File: src/rtl/usb_pm_pkg.sv
package usb_pm_pkg;

    localparam int MODE_W = 8;

    // control register bit positions (software decodes these)
    localparam int B_CLK_AON  = 7;
    localparam int B_SEND_RSM = 6;
    localparam int B_GO_SUSP  = 5;
    localparam int B_SOFT_RST = 4;
    localparam int B_IRQ_EN   = 3;
    localparam int B_WAKE_RD  = 2;
    localparam int B_PIN_MODE = 1;
    localparam int B_CONNECT  = 0;

    typedef enum logic [1:0] {
        PM_AWAKE,
        PM_SUSPEND,
        PM_CLK_OFF,
        PM_SETTLE
    } pm_state_e;

    typedef enum logic [1:0] {
        RS_IDLE,
        RS_WAIT,
        RS_DRIVE
    } rsm_state_e;

endpackage

File: src/rtl/usb_pm_modereg.sv
module usb_pm_modereg
    import usb_pm_pkg::*;
(
    input  logic              clk,
    input  logic              rst_n,
    input  logic              wr_ok,
    input  logic              reg_wr,
    input  logic [MODE_W-1:0] reg_wdata,
    output logic [MODE_W-1:0] mode,
    output logic              susp_trig,
    output logic              rsm_trig,
    output logic              soft_rst
);

    logic wr_fire;

    assign wr_fire = reg_wr && wr_ok && !soft_rst;

    always_ff @(posedge clk or negedge rst_n) begin
        if (!rst_n) begin
            mode      <= '0;
            susp_trig <= 1'b0;
            rsm_trig  <= 1'b0;
            soft_rst  <= 1'b0;
        end else begin
            // actions fire on the write that clears a previously set bit
            susp_trig <= wr_fire && mode[B_GO_SUSP]  && !reg_wdata[B_GO_SUSP];
            rsm_trig  <= wr_fire && mode[B_SEND_RSM] && !reg_wdata[B_SEND_RSM];
            soft_rst  <= wr_fire && mode[B_SOFT_RST] && !reg_wdata[B_SOFT_RST];
            if (soft_rst) begin
                mode <= '0;
            end else if (wr_fire) begin
                mode <= reg_wdata;
            end
        end
    end

endmodule

File: src/rtl/usb_pm_idle.sv
module usb_pm_idle #(
    parameter int IDLE_MS = 3
) (
    input  logic clk,
    input  logic rst_n,
    input  logic clr,
    input  logic run,
    input  logic bus_act,
    input  logic ms_tick,
    output logic fire
);

    localparam int CW = $clog2(IDLE_MS + 1);

    logic [CW-1:0] cnt;
    logic          fired;

    always_ff @(posedge clk or negedge rst_n) begin
        if (!rst_n) begin
            cnt   <= '0;
            fired <= 1'b0;
            fire  <= 1'b0;
        end else if (clr || !run || bus_act) begin
            cnt   <= '0;
            fired <= 1'b0;
            fire  <= 1'b0;
        end else begin
            fire <= 1'b0;
            if (ms_tick && !fired) begin
                if (cnt == CW'(IDLE_MS - 1)) begin
                    fired <= 1'b1;
                    fire  <= 1'b1;
                end else begin
                    cnt <= cnt + CW'(1);
                end
            end
        end
    end

endmodule

File: src/rtl/usb_pm_resume.sv
module usb_pm_resume
    import usb_pm_pkg::*;
#(
    parameter int DLY_MS = 5,
    parameter int LEN_MS = 10
) (
    input  logic clk,
    input  logic rst_n,
    input  logic clr,
    input  logic start,
    input  logic ms_tick,
    output logic drive
);

    localparam int MAXV = (DLY_MS > LEN_MS) ? DLY_MS : LEN_MS;
    localparam int CW   = $clog2(MAXV + 1);

    rsm_state_e    state, nxt;
    logic [CW-1:0] cnt;

    always_comb begin
        nxt = state;
        unique case (state)
            RS_IDLE:  if (start) nxt = RS_WAIT;
            RS_WAIT:  if (ms_tick && cnt == CW'(DLY_MS - 1)) nxt = RS_DRIVE;
            RS_DRIVE: if (ms_tick && cnt == CW'(LEN_MS - 1)) nxt = RS_IDLE;
            default:  nxt = RS_IDLE;
        endcase
    end

    always_ff @(posedge clk or negedge rst_n) begin
        if (!rst_n) begin
            state <= RS_IDLE;
            cnt   <= '0;
        end else if (clr) begin
            state <= RS_IDLE;
            cnt   <= '0;
        end else begin
            state <= nxt;
            if (nxt != state || state == RS_IDLE) begin
                cnt <= '0;
            end else if (ms_tick) begin
                cnt <= cnt + CW'(1);
            end
        end
    end

    always_comb begin
        drive = (state == RS_DRIVE);
    end

endmodule

File: src/rtl/usb_pm_fsm.sv
module usb_pm_fsm
    import usb_pm_pkg::*;
#(
    parameter int STOP_MS   = 2,
    parameter int SETTLE_MS = 2,
    parameter int PULSE_MS  = 1
) (
    input  logic clk,
    input  logic rst_n,
    input  logic clr,
    input  logic susp_trig,
    input  logic clk_aon,
    input  logic pin_mode,
    input  logic wake_rd_en,
    input  logic reg_rd,
    input  logic host_resume,
    input  logic ms_tick,
    output logic clk_en,
    output logic clk_stable,
    output logic susp_pin,
    output logic awake
);

    localparam int MAXV = (STOP_MS > SETTLE_MS) ? STOP_MS : SETTLE_MS;
    localparam int CW   = $clog2(MAXV + 1);
    localparam int PW   = $clog2(PULSE_MS + 1);

    pm_state_e     state, nxt;
    logic [CW-1:0] cnt;
    logic [PW-1:0] pcnt;
    logic          pulse_on;
    logic          wake;
    logic          suspended;
    logic          wake_evt;

    assign wake      = host_resume || (reg_rd && wake_rd_en);
    assign suspended = (state == PM_SUSPEND) || (state == PM_CLK_OFF);
    assign wake_evt  = suspended && wake;

    // next state
    always_comb begin
        nxt = state;
        unique case (state)
            PM_AWAKE:   if (susp_trig) nxt = PM_SUSPEND;
            PM_SUSPEND: begin
                if (wake) begin
                    nxt = PM_AWAKE;
                end else if (!clk_aon && ms_tick && cnt == CW'(STOP_MS - 1)) begin
                    nxt = PM_CLK_OFF;
                end
            end
            PM_CLK_OFF: if (wake) nxt = PM_SETTLE;
            PM_SETTLE:  if (ms_tick && cnt == CW'(SETTLE_MS - 1)) nxt = PM_AWAKE;
            default:    nxt = PM_AWAKE;
        endcase
    end

    // state register and delay counter
    always_ff @(posedge clk or negedge rst_n) begin
        if (!rst_n) begin
            state <= PM_AWAKE;
            cnt   <= '0;
        end else if (clr) begin
            state <= PM_AWAKE;
            cnt   <= '0;
        end else begin
            state <= nxt;
            if (nxt != state || state == PM_AWAKE || state == PM_CLK_OFF ||
                (state == PM_SUSPEND && clk_aon)) begin
                cnt <= '0;
            end else if (ms_tick) begin
                cnt <= cnt + CW'(1);
            end
        end
    end

    // output process: wake pulse timer
    always_ff @(posedge clk or negedge rst_n) begin
        if (!rst_n) begin
            pulse_on <= 1'b0;
            pcnt     <= '0;
        end else if (clr) begin
            pulse_on <= 1'b0;
            pcnt     <= '0;
        end else if (wake_evt) begin
            pulse_on <= 1'b1;
            pcnt     <= '0;
        end else if (pulse_on && ms_tick) begin
            if (pcnt == PW'(PULSE_MS - 1)) begin
                pulse_on <= 1'b0;
            end else begin
                pcnt <= pcnt + PW'(1);
            end
        end
    end

    always_comb begin
        clk_en     = (state != PM_CLK_OFF);
        clk_stable = (state == PM_AWAKE) || (state == PM_SUSPEND);
        susp_pin   = pin_mode ? pulse_on : suspended;
        awake      = (state == PM_AWAKE);
    end

endmodule

File: src/rtl/usb_pm_ctrl.sv
module usb_pm_ctrl
    import usb_pm_pkg::*;
#(
    parameter int IDLE_MS       = 3,
    parameter int CLK_STOP_MS   = 2,
    parameter int RSM_DELAY_MS  = 5,
    parameter int RSM_LEN_MS    = 10,
    parameter int WAKE_PULSE_MS = 1,
    parameter int SETTLE_MS     = 2
) (
    input  logic              clk,
    input  logic              rst_n,
    input  logic              ms_tick,
    input  logic              bus_act,
    input  logic              host_resume,
    input  logic              reg_wr,
    input  logic              reg_rd,
    input  logic [MODE_W-1:0] reg_wdata,
    output logic [MODE_W-1:0] reg_rdata,
    output logic              susp_irq,
    output logic              clk_en,
    output logic              clk_stable,
    output logic              resume_drv,
    output logic              susp_pin,
    output logic              pullup_en,
    output logic              soft_rst
);

    logic [MODE_W-1:0] mode;
    logic              susp_trig;
    logic              rsm_trig;
    logic              idle_fire;
    logic              awake;
    logic              irq_q;

    usb_pm_modereg i_modereg (
        .clk       (clk),
        .rst_n     (rst_n),
        .wr_ok     (clk_stable),
        .reg_wr    (reg_wr),
        .reg_wdata (reg_wdata),
        .mode      (mode),
        .susp_trig (susp_trig),
        .rsm_trig  (rsm_trig),
        .soft_rst  (soft_rst)
    );

    usb_pm_idle #(.IDLE_MS(IDLE_MS)) i_idle (
        .clk     (clk),
        .rst_n   (rst_n),
        .clr     (soft_rst),
        .run     (awake),
        .bus_act (bus_act),
        .ms_tick (ms_tick),
        .fire    (idle_fire)
    );

    usb_pm_resume #(.DLY_MS(RSM_DELAY_MS), .LEN_MS(RSM_LEN_MS)) i_resume (
        .clk     (clk),
        .rst_n   (rst_n),
        .clr     (soft_rst),
        .start   (rsm_trig),
        .ms_tick (ms_tick),
        .drive   (resume_drv)
    );

    usb_pm_fsm #(
        .STOP_MS   (CLK_STOP_MS),
        .SETTLE_MS (SETTLE_MS),
        .PULSE_MS  (WAKE_PULSE_MS)
    ) i_fsm (
        .clk         (clk),
        .rst_n       (rst_n),
        .clr         (soft_rst),
        .susp_trig   (susp_trig),
        .clk_aon     (mode[B_CLK_AON]),
        .pin_mode    (mode[B_PIN_MODE]),
        .wake_rd_en  (mode[B_WAKE_RD]),
        .reg_rd      (reg_rd),
        .host_resume (host_resume),
        .ms_tick     (ms_tick),
        .clk_en      (clk_en),
        .clk_stable  (clk_stable),
        .susp_pin    (susp_pin),
        .awake       (awake)
    );

    always_ff @(posedge clk or negedge rst_n) begin
        if (!rst_n) begin
            irq_q <= 1'b0;
        end else if (soft_rst) begin
            irq_q <= 1'b0;
        end else begin
            irq_q <= idle_fire && mode[B_IRQ_EN];
        end
    end

    assign susp_irq  = irq_q;
    assign reg_rdata = mode;
    assign pullup_en = mode[B_CONNECT];

endmodule

File: config.mk
export PLATFORM = sky130hd
export DESIGN_NAME = usb_pm_ctrl
export DESIGN_NICKNAME = d
export VERILOG_FILES = /design/src/rtl/usb_pm_pkg.sv /design/src/rtl/usb_pm_modereg.sv /design/src/rtl/usb_pm_idle.sv /design/src/rtl/usb_pm_resume.sv /design/src/rtl/usb_pm_fsm.sv /design/src/rtl/usb_pm_ctrl.sv
export SDC_FILE = /design/constraint.sdc
export NUM_CORES = 1
export LEC_CHECK = 0
export BUFFER_PORTS_ARGS = -buffer_cell sky130_fd_sc_hd__buf_4
export CAP_MARGIN = 40
export CORE_MARGIN = 8
export CORE_UTILIZATION = 38
export CTS_CLUSTER_SIZE = 40
export DETAILED_ROUTE_END_ITERATION = 6
export PLACE_DENSITY_LB_ADDON = 0.15
export RECOVER_POWER = 25
export SLEW_MARGIN = 10
export SYNTH_ARGS = -nofsm -noshare
export SYNTH_HDL_FRONTEND = slang
export SYNTH_SLANG_ARGS = --single-unit
File: constraint.sdc
create_clock -name clk -period 4.4 [get_ports clk]
set_clock_uncertainty 0.05 [all_clocks]
set_input_delay 0.22 -clock clk [delete_from_list [all_inputs] [get_ports clk]]
set_output_delay 0.22 -clock clk [all_outputs]
set_load 0.005 [all_outputs]
==> results of run 1 <==
[layout make-up]
| cell class | count | share of cell area (%) |
|---|---|---|
| clock inverter | 1 | 0.5208 |
| sequential | 27 | 40.18 |
| clock buffer | 3 | 1.339 |
| tap | 48 | 3.571 |
| inverter | 10 | 2.232 |
| multi-input combinational | 86 | 37.05 |
| timing repair buffer | 33 | 15.10 |
[critical path: stages, from the launching register on]
cell	delay [ns]
dfrtp_1	0.49
inv_1	0.09
ha_1	0.28
or2_1	0.30
buf_4	0.16
[cells by family (layout without fill, tap and decap cells)]
group,after synthesis,in the layout
AND/OR/NAND/NOR,41,41
AO/OA/AOI/OAI,28,28
flip-flops,27,27
buffers and inverters,16,47
adder cells (fa/ha/maj),9,9
XOR/XNOR,5,5
multiplexers,3,3
[report_power, final]
| group | switching, mW | internal, mW |
|---|---|---|
| Combinational | 0.215 | 0.233 |
| Sequential | 0.0768 | 0.322 |
| Clock | 0.0806 | 0.0371 |
| Total | 0.372 | 0.592 |
[placed cells by master, fill, tap and decap left out, types with 3 or more instances in the layout]
cell type      instances
nor4b_1                3
a22o_1                 8
ha_1                   9
a21oi_1                6
clkbuf_4               3
buf_4                 28
nor2_1                11
dfrtp_1               27
nand2_1                7
inv_1                  9
nand4_1                3
o21ai_0                3
dlygate4sd3_1          4
xnor2_1                3
[registers in the layout, indices dropped and copies added (netlist names)]
| signal | count |
|---|---|
| i_fsm.cnt | 2 |
| i_modereg.soft_rst | 1 |
| i_fsm.pulse_on | 1 |
| i_modereg.rsm_trig | 1 |
| i_modereg.susp_trig | 1 |
| i_fsm.state | 2 |
| i_idle.cnt | 2 |
| i_resume.state | 2 |
| i_modereg.mode | 8 |
| i_idle.fired | 1 |
| i_resume.cnt | 4 |
| i_idle.fire | 1 |
| susp_irq | 1 |
[per-stage QoR]
step	power, mW	area, µm²	cells
finish	0.9641	1682	208
global placement	0.8395	1614	200
CTS	0.9788	1685	208
floorplan	0.6827	1375	129
global route	1.055	1682	208
detailed placement	0.8567	1614	200
[path summary, 6_finish.rpt]
| kind | start | to | cells past startpoint |
|---|---|---|---|
| worst max-delay path | i_fsm.state[0] | clk_stable | 4 |
| worst min-delay path | reg_wdata[0] | i_modereg.mode[0] | 2 |
| worst max register to register | i_fsm.state[0] | i_modereg.mode[2] | 6 |
| worst min register to register | i_resume.state[1] | i_resume.state[0] | 1 |
| max in group asynchronous | rst_n | i_fsm.cnt[0] | 2 |
| min in group asynchronous | rst_n | i_resume.cnt[2] | 2 |
[what timing repair did]
action	4_1_cts	5_1_grt
endpoints found under the hold margin	30	0
buffers inserted	0	0
hold buffers	4	0
[routing by layer]
metal  up-vias  global-route usage [%]
met2        39                   17.14
met1       506                   13.38
met3         2                   4.009
met4         0                   3.077
li1        520                       -
met5         -                       0
==> reports/results.ini, run 1 <==
[outcome]
status = complete, no violations

[yosys]
synth_edf_count = 0
syn_area_per_cell_um2 = 10.66
synth-compound-area-share_pct = 14.74
yosys.area.top_type = dfrtp_1
synthAdderAreaFrac_pct = 8.189
syn_nets = 153
syn_inst = 129
synth-simple-area-share_pct = 16.92
yosys-top-cells-area = dfrtp_1 (49%), ha_1 (8.2%), a22o_1 (5.1%)
synth-seq-area-share_pct = 49.14
synth-xor-area-share_pct = 3.185
yosys.area.top_type_share_pct = 49.14
synth_top_family_by_area = simple AND/OR/NAND/NOR gates
synthesis.area_mm2 = 0.001375
yosys.cell_types.count = 42
synth_most_common_cell = dfrtp_1
synth_commonest_cells = dfrtp_1 (27), nor2_1 (11), ha_1 (9), inv_1 (9), a22o_1 (8)
synthFlopType = dfrtp_1
synthArstFlopShare_pct = 100.0
synth-seq-cells = 27
synthMuxAreaShare_pct = 2.275
synth_warnings = 0

[sta]
timing.final.ws_setup_ns = 2.486
period_share_pct = 43.51
max_freq_mhz = 522.3
fin_crit_ns = 1.914
tns_ns = 0
hold_viol = 0
slew_viol_final = 0
slew_headroom_pct = 3.944
hold_slack_ns = 0.03616
worstMarginPinSlew_ns = 1.441
rsz0062_at_grt = false
setup_violations = 0

[clock_network]
cts-root-buf = clkbuf_4
cts_max_level = 1
clk_pin_slew_worst_paths_ns = 0.17
insertion_delay_ns = 0.34
clockBufferDepth = 2
cts_tree = done
cts_buffers = 3
ctsResizeCount = 0
cts_sinks = 27

[flow_run]
drv_cap = 0

[routing]
drc = 0
vias = 1067
first_iter_violations = 76
drt-vias-per-instance = 5.130
drt-total-wl_um = 3048
final_antenna_net_count = 0
dr_wl_met2_um = 1368
top_layer_used = met4
wl_met1_um = 1401
wl_per_cell_um = 14.65
detail_route.first_pass.iterations = 4
wl_met3_um = 258

[setup_path]
cp_max_fo = 7
cp-start-kind = flip-flop
cp_data_required_time_ns = 4.13
regToRegSetupSlack_ns = 2.58
end_kind = output pin
critPathArrivalTime_ns = 1.64
critPathKind = reg -> out

[layout]
register_area_um2 = 675.6
drive_above_1_share_pct = 22.50
multiInputGateArea_um2 = 623.1
final_util_pct = 46.99
area_growth_pct = 22.29
antenna_cells = 0
final_nets = 185
num-fill-cells = 359

[global_routing]
grt_pass1_wl_um = 5292
grt.overflow.total = 0
first_global_vias = 1166
grt_util_all_layers_pct = 10.82
antenna_found_initial = 0
grt_max_degree = 28

[place]
port_buffers = 29
gp_congestion = 0.8720
dp_hpwl_um = 2388
pre_cts_slack_ns = 2.608

[pwr]
ir_worst_vdd_mv = 0.2627
leakage_nw = 0.8128
powerDensity_mw_per_mm2 = 573.3

[floorplanning]
core_area_mm2 = 0.003578
die_area_mm2 = 0.005800
rows = 22
die_w_um = 76.16
initial_core_util_pct = 38.43
die_h_um = 76.16
num_io_pins = 30

[hold_path]
worst_hold_path_type = in -> reg

Power figures use the tool's default switching activity.
==> run 2, diff against run 1 <==
Settings changed: ABC_AREA set to 1.
Clock period 4.4 ns to 1.9 ns, I/O delays scaled along.
==> run 2 against run 1 <==
  * Area after synthesis is 6.5% higher
  * Wire length rose by 11%
  * First-iteration DRC count is 21% lower
  * Largest cell class unchanged
==> reports/results.ini, run 2 <==
[floorplanning]
core_area_mm2 = 0.003689  ; +3.1%
die_area_mm2 = 0.006094  ; +5.1%
initial_core_util_pct = 39.69  ; +1.3 points
num_io_pins = 30  ; unchanged
die_h_um = 78.07  ; +2.5%
rows = 22  ; unchanged
die_w_um = 78.07  ; +2.5%

[layout]
final_cell_mix = inv_1 (33), nand2_1 (30), buf_4 (29)
final_cells = 258  ; +24%
final_nets = 235  ; +27%
drive_above_1_share_pct = 19.52  ; -3.0 points
top_register = i_modereg.mode
final_common_cell = inv_1
antenna_cells = 0  ; unchanged
area_growth_pct = 21.71
largest_reg_flops = 8  ; unchanged
num-fill-cells = 366  ; +1.9%
largestRegisters = i_modereg.mode: 8 flops, i_resume.cnt: 4 flops

[setup_path]
r2r_end = i_modereg.mode[1]
end_kind = flip-flop
cp-start-kind = flip-flop
cp_max_fo = 10  ; +3
regToRegSetupSlack_ns = 0.20  ; -2.38 ns
r2r_cells = 8  ; +2
reg2reg_from = i_fsm.state[1]
cp_data_required_time_ns = 2.04  ; -2.09 ns
critPathKind = reg -> reg
critPathArrivalTime_ns = 1.84  ; +0.20 ns

[yosys]
synth_edf_count = 0  ; unchanged
yosys.cell_types.count = 23  ; -45%
synth-seq-cells = 27  ; unchanged
yosys.area.top_type_share_pct = 46.15  ; -3.0 points
synth_most_common_cell = inv_1
yosys-top-cells-area = dfrtp_1 (46%), inv_1 (8.5%), ha_1 (7.7%)
synthesis.area_mm2 = 0.001464  ; +6.5%
synth_commonest_cells = inv_1 (33), nand2_1 (30), dfrtp_1 (27)
syn_nets = 203  ; +33%
yosys.area.top_type = dfrtp_1
syn_inst = 179  ; +39%
synth_warnings = 0  ; unchanged
syn_area_per_cell_um2 = 8.178  ; -23%
synthArstFlopShare_pct = 100.0  ; unchanged
synth-seq-area-share_pct = 46.15  ; -3.0 points
synthFlopType = dfrtp_1

[hold_path]
hold_start = reg_wdata[3]
whs_path_depth = 3  ; +1
holdPathEnd = i_modereg.mode[3]
worst_hold_path_type = in -> reg

[global_routing]
first_global_vias = 1152  ; -1.2%
grt_max_degree = 28  ; unchanged
grt_pass1_wl_um = 5451  ; +3.0%
grt_util_all_layers_pct = 10.98  ; +0.15 points
antenna_found_initial = 0  ; unchanged
grt.overflow.total = 0  ; unchanged

[sta]
max_freq_mhz = 587.9
timing.final.ws_setup_ns = 0.1991  ; -2.286 ns
rsz0062_at_grt = false
hold_viol = 0  ; unchanged
period_share_pct = 89.52
slew_headroom_pct = 55.78  ; +52 points
hold_slack_ns = 0.02747  ; -0.008695 ns
setup_violations = 0  ; unchanged
tns_ns = 0  ; unchanged
slew_viol_final = 0  ; unchanged
worstMarginPinSlew_ns = 0.6632  ; -0.7776 ns
fin_crit_ns = 1.701

[clock_network]
cts_sinks = 27  ; unchanged
clk_pin_slew_worst_paths_ns = 0.09  ; -0.08 ns
hold_buffers = 4  ; unchanged
insertion_delay_ns = 0.27  ; -0.07 ns
clockBufferDepth = 2  ; unchanged
cts_setup_buffers = 0  ; unchanged
ctsResizeCount = 0  ; unchanged
cts_max_level = 1  ; unchanged
cts_buffers = 3  ; unchanged
cts-root-buf = clkbuf_8
cts_tree = done

[place]
dp.cells = 250  ; +25%
dp_hpwl_um = 2655  ; +11%
port_buffers = 29  ; unchanged
pre_cts_slack_ns = 0.2299  ; -2.378 ns
gp_congestion = 0.8121  ; -6.9%

[pwr]
powerDensity_mw_per_mm2 = 1145  ; +100%
ir_worst_vdd_mv = 0.5382  ; +100%
p_total_mw = 2.040  ; +110%
leakage_nw = 0.9323  ; +15%

[routing]
drc = 0  ; unchanged
wl_per_cell_um = 13.12  ; -10%
first_iter_violations = 60  ; -21%
drt-total-wl_um = 3384  ; +11%
detail_route.first_pass.iterations = 4  ; unchanged
vias = 1233  ; +16%
drt-vias-per-instance = 4.779  ; -6.8%
final_antenna_net_count = 0  ; unchanged

[flow_run]
drv_cap = 0  ; unchanged

[outcome]
status = complete, no violations

==> run 2: cells by family after synthesis <==
group | synth area share (%)
simple gates | 23.68
buf+inv | 12.14
flops | 46.15
fa+ha+maj | 7.692
compound gates | 9.744
xor+xnor | 0.5984
==> run 2: area by class of cell <==
| type | instances | area (µm²) | area share (%) |
|---|---|---|---|
| Sequential cell | 27 | 675.6 | 37.92 |
| Inverter | 33 | 123.9 | 6.952 |
| Tap cell | 48 | 60.06 | 3.371 |
| Clock buffer | 3 | 41.29 | 2.317 |
| Timing Repair Buffer | 34 | 262.8 | 14.75 |
| Multi-Input combinational cell | 112 | 610.6 | 34.27 |
| Clock inverter | 1 | 7.507 | 0.4213 |
==> run 2: critical path, cell delays in order, from the launching register on <==
cell,delay [ns]
dfrtp_1,0.42
inv_1,0.16
ha_1,0.29
inv_1,0.11
nand2_1,0.12
nand2_1,0.12
nand2_2,0.16
nand3_1,0.09
o21ai_0,0.10
==> run 2: through the flow <==
| step | utilization, % | cell area (µm²) |
|---|---|---|
| floorplan | - | 1464 |
| global placement | 45.96 | 1695 |
| detailed placement | 45.96 | 1695 |
| CTS | 48.37 | 1784 |
| global route | 48.30 | 1782 |
| finish | 48.30 | 1782 |
==> run 2: how the worst max path moves through the flow <==
stage | from | to | slack [ns] | depth (start not counted)
after global placement | i_fsm.state[0] | i_idle.fire | 0.32 | 6
after floorplan | i_fsm.state[1] | i_modereg.mode[4] | 0.45 | 8
after global routing | i_fsm.state[1] | i_modereg.mode[5] | 0.008 | 8
after CTS | i_fsm.state[1] | i_modereg.mode[1] | 0.21 | 8
after detailed placement | i_fsm.state[1] | i_modereg.mode[5] | 0.23 | 8
final | i_fsm.state[1] | i_modereg.mode[1] | 0.20 | 8
==> run 2: layer usage <==
metal	share of wire, %	GRT usage [%]	vias up
met2	46	16.32	28
met5	0	0	-
met4	0.68	3.519	0
met1	49	14.70	579
li1	-	-	624
met3	4.6	3.531	2
==> run 2: report_power, final <==
part           internal [mW]  switching [mW]
sequential             0.730           0.112
clock                  0.149           0.182
combinational          0.377           0.490
total                   1.26           0.784
==> run 3, diff against run 2 <==
Settings changed: RECOVER_POWER 25 to unset.
==> run 3 against run 2 <==
  * Utilization increased by 0.068 points
  * Design area is 0.14% higher
  * Sequential cell count unchanged
  * Register-to-register slack hardly changed
  * Wire length unchanged
  * Global-route usage stayed put
  * Sequential share of layout area decreased by 0.053 points
  * Critical path depth is the same
  * Worst setup slack stayed put
  * Largest power group unchanged
  * Worst hold slack did not move
==> reports/results.ini, run 3 (synthesis results as in run 2) <==
[floorplanning]
core_area_mm2 = 0.003689  ; unchanged
num_io_pins = 30  ; unchanged
die_w_um = 78.07  ; unchanged
rows = 22  ; unchanged
initial_core_util_pct = 39.69  ; unchanged
die_area_mm2 = 0.006094  ; unchanged
die_h_um = 78.07  ; unchanged

[setup_path]
regToRegSetupSlack_ns = 0.20  ; about the same
crit_slowest_cell = dfrtp_1
critPathKind = reg -> reg
critical_path.cell_chain = inv_1, ha_1, inv_1, nand2_1, nand2_1, nand2_2, nand3_1, o21ai_0
cp-start-kind = flip-flop
end_kind = flip-flop
cp_max_fo = 10  ; unchanged
r2r_end = i_modereg.mode[1]
critPathArrivalTime_ns = 1.84  ; about the same
r2r_cells = 8  ; unchanged
reg2reg_from = i_fsm.state[1]
slowest_delay_ns = 0.42  ; about the same
cp_data_required_time_ns = 2.04  ; about the same

[clock_network]
cts_sinks = 27  ; unchanged
ctsResizeCount = 0  ; unchanged
cts_setup_buffers = 0  ; unchanged
clk_pin_slew_worst_paths_ns = 0.09  ; about the same
cts_max_level = 1  ; unchanged
clockBufferDepth = 2  ; unchanged
insertion_delay_ns = 0.27  ; about the same
cts_buffers = 3  ; unchanged
cts-root-buf = clkbuf_8
cts_tree = done

[outcome]
status = complete, no violations

[pwr]
leakage_nw = 0.9329  ; about the same
switching_share_pct = 38.40  ; about the same
intPower_mw = 1.257  ; about the same
clockPowerShare_pct = 16.2  ; about the same
ir_worst_vdd_mv = 0.5382  ; about the same
switching_power_mw = 0.7837  ; about the same
pwr-share-seq_pct = 41.3  ; about the same
combPwrFrac_pct = 42.5  ; about the same
powerDensity_mw_per_mm2 = 1144  ; -0.10%

[place]
dpl_cell_area_mm2 = 0.001695  ; unchanged
dp_hpwl_um = 2655  ; unchanged
port_buffers = 29  ; unchanged
gp_congestion = 0.8121  ; unchanged

[sta]
slew_headroom_pct = 70.98  ; +15 points
slew_viol_final = 0  ; unchanged
max_freq_mhz = 587.9  ; unchanged
setup_violations = 0  ; unchanged
hold_viol = 0  ; unchanged
tns_ns = 0  ; unchanged
worstMarginPinSlew_ns = 0.4348  ; -0.2285 ns
hold_slack_ns = 0.02747  ; unchanged
fin_crit_ns = 1.701  ; unchanged
rsz0062_at_grt = false
period_share_pct = 89.52  ; unchanged

[hold_path]
whs_path_depth = 3  ; unchanged
hold_start = reg_wdata[3]
holdPathEnd = i_modereg.mode[3]
worst_hold_path_type = in -> reg

[routing]
wl_met3_um = 157  ; unchanged
final_antenna_net_count = 0  ; unchanged
top_layer_used = met4
detail_route.first_pass.iterations = 4  ; unchanged
wl_met1_um = 1652  ; unchanged
drt-total-wl_um = 3384  ; unchanged
first_iter_violations = 60  ; unchanged
drc = 0  ; unchanged
dr_wl_met2_um = 1550  ; unchanged
vias = 1233  ; unchanged
wl_per_cell_um = 13.12  ; unchanged
drt-vias-per-instance = 4.779  ; unchanged

[global_routing]
grt.overflow.total = 0  ; unchanged
grt_util_all_layers_pct = 10.98  ; unchanged
grt_pass1_wl_um = 5451  ; unchanged
first_global_vias = 1152  ; unchanged
grt_max_degree = 28  ; unchanged
antenna_found_initial = 0  ; unchanged

[layout]
area_growth_pct = 21.88
multiInputGateArea_um2 = 610.6  ; unchanged
largestRegisters = i_modereg.mode: 8 flops, i_resume.cnt: 4 flops
final_cell_mix = inv_1 (33), nand2_1 (30), buf_4 (30)
antenna_cells = 0  ; unchanged
top_register = i_modereg.mode
final_nets = 235  ; unchanged
num-fill-cells = 365  ; -0.27%
drive_above_1_share_pct = 19.52  ; unchanged
final_common_cell = inv_1
register_area_um2 = 675.6  ; unchanged
largest_reg_flops = 8  ; unchanged
final_area_mm2 = 0.001784  ; +0.14%

[flow_run]
drv_cap = 0  ; unchanged

## run 3: worst max-delay path by stage
stage	slack, ns	cells past startpoint	start	endpoint
floorplan	0.45	8	i_fsm.state[1]	i_modereg.mode[4]
global route	0.008	8	i_fsm.state[1]	i_modereg.mode[5]
global placement	0.32	6	i_fsm.state[0]	i_idle.fire
CTS	0.21	8	i_fsm.state[1]	i_modereg.mode[1]
detailed placement	0.23	8	i_fsm.state[1]	i_modereg.mode[5]
finish	0.20	8	i_fsm.state[1]	i_modereg.mode[1]
## run 3: layout make-up
type | count | area share [%]
Multi-Input combinational cell | 112 | 34.22
Inverter | 33 | 6.943
Sequential cell | 27 | 37.87
Tap cell | 48 | 3.366
Clock buffer | 3 | 2.314
Clock inverter | 1 | 0.4208
Timing Repair Buffer | 34 | 14.87
## run 3: critical path, delay by kind of cell, from the launching register on
kind	cells	cell delay, ns
and+or+nand+nor	4	0.49
DFF	1	0.42
adders and majority gates	1	0.29
buffers and inverters	2	0.27
AOI/OAI and AO/OA	1	0.10
## run 3: metal layers
| metal | track usage (%) | vias to the layer above |
|---|---|---|
| li1 | - | 624 |
| met1 | 14.70 | 579 |
| met2 | 16.32 | 28 |
| met3 | 3.531 | 2 |
| met4 | 3.519 | 0 |
| met5 | 0 | - |
## run 3: timing repair
action / 4_1_cts / 5_1_grt
hold buffers: 4 / 0
hold endpoints to repair: 30 / 0
endpoints found under the setup margin: 0 / 0
## run 3: per-stage QoR
stage	setup WS [ns]	utilization, %	power, mW	cells
finish	0.1991	48.37	2.041	258
global route	0.008481	48.37	2.212	258
CTS	0.2125	48.37	2.062	258
detailed placement	0.2299	45.96	1.714	250
global placement	0.3245	45.96	1.703	250
floorplan	0.4542	-	1.395	179
## run 3: power by group through the flow
stage          Clock [mW]  Sequential [mW]  Combinational (mW)
6_report            0.331            0.842               0.868
5_1_grt             0.364            0.866               0.982
4_1_cts             0.345            0.845               0.871
3_5_place_dp            0            0.854               0.860
3_3_place_gp            0            0.854               0.849
2_1_floorplan           0            0.827               0.568
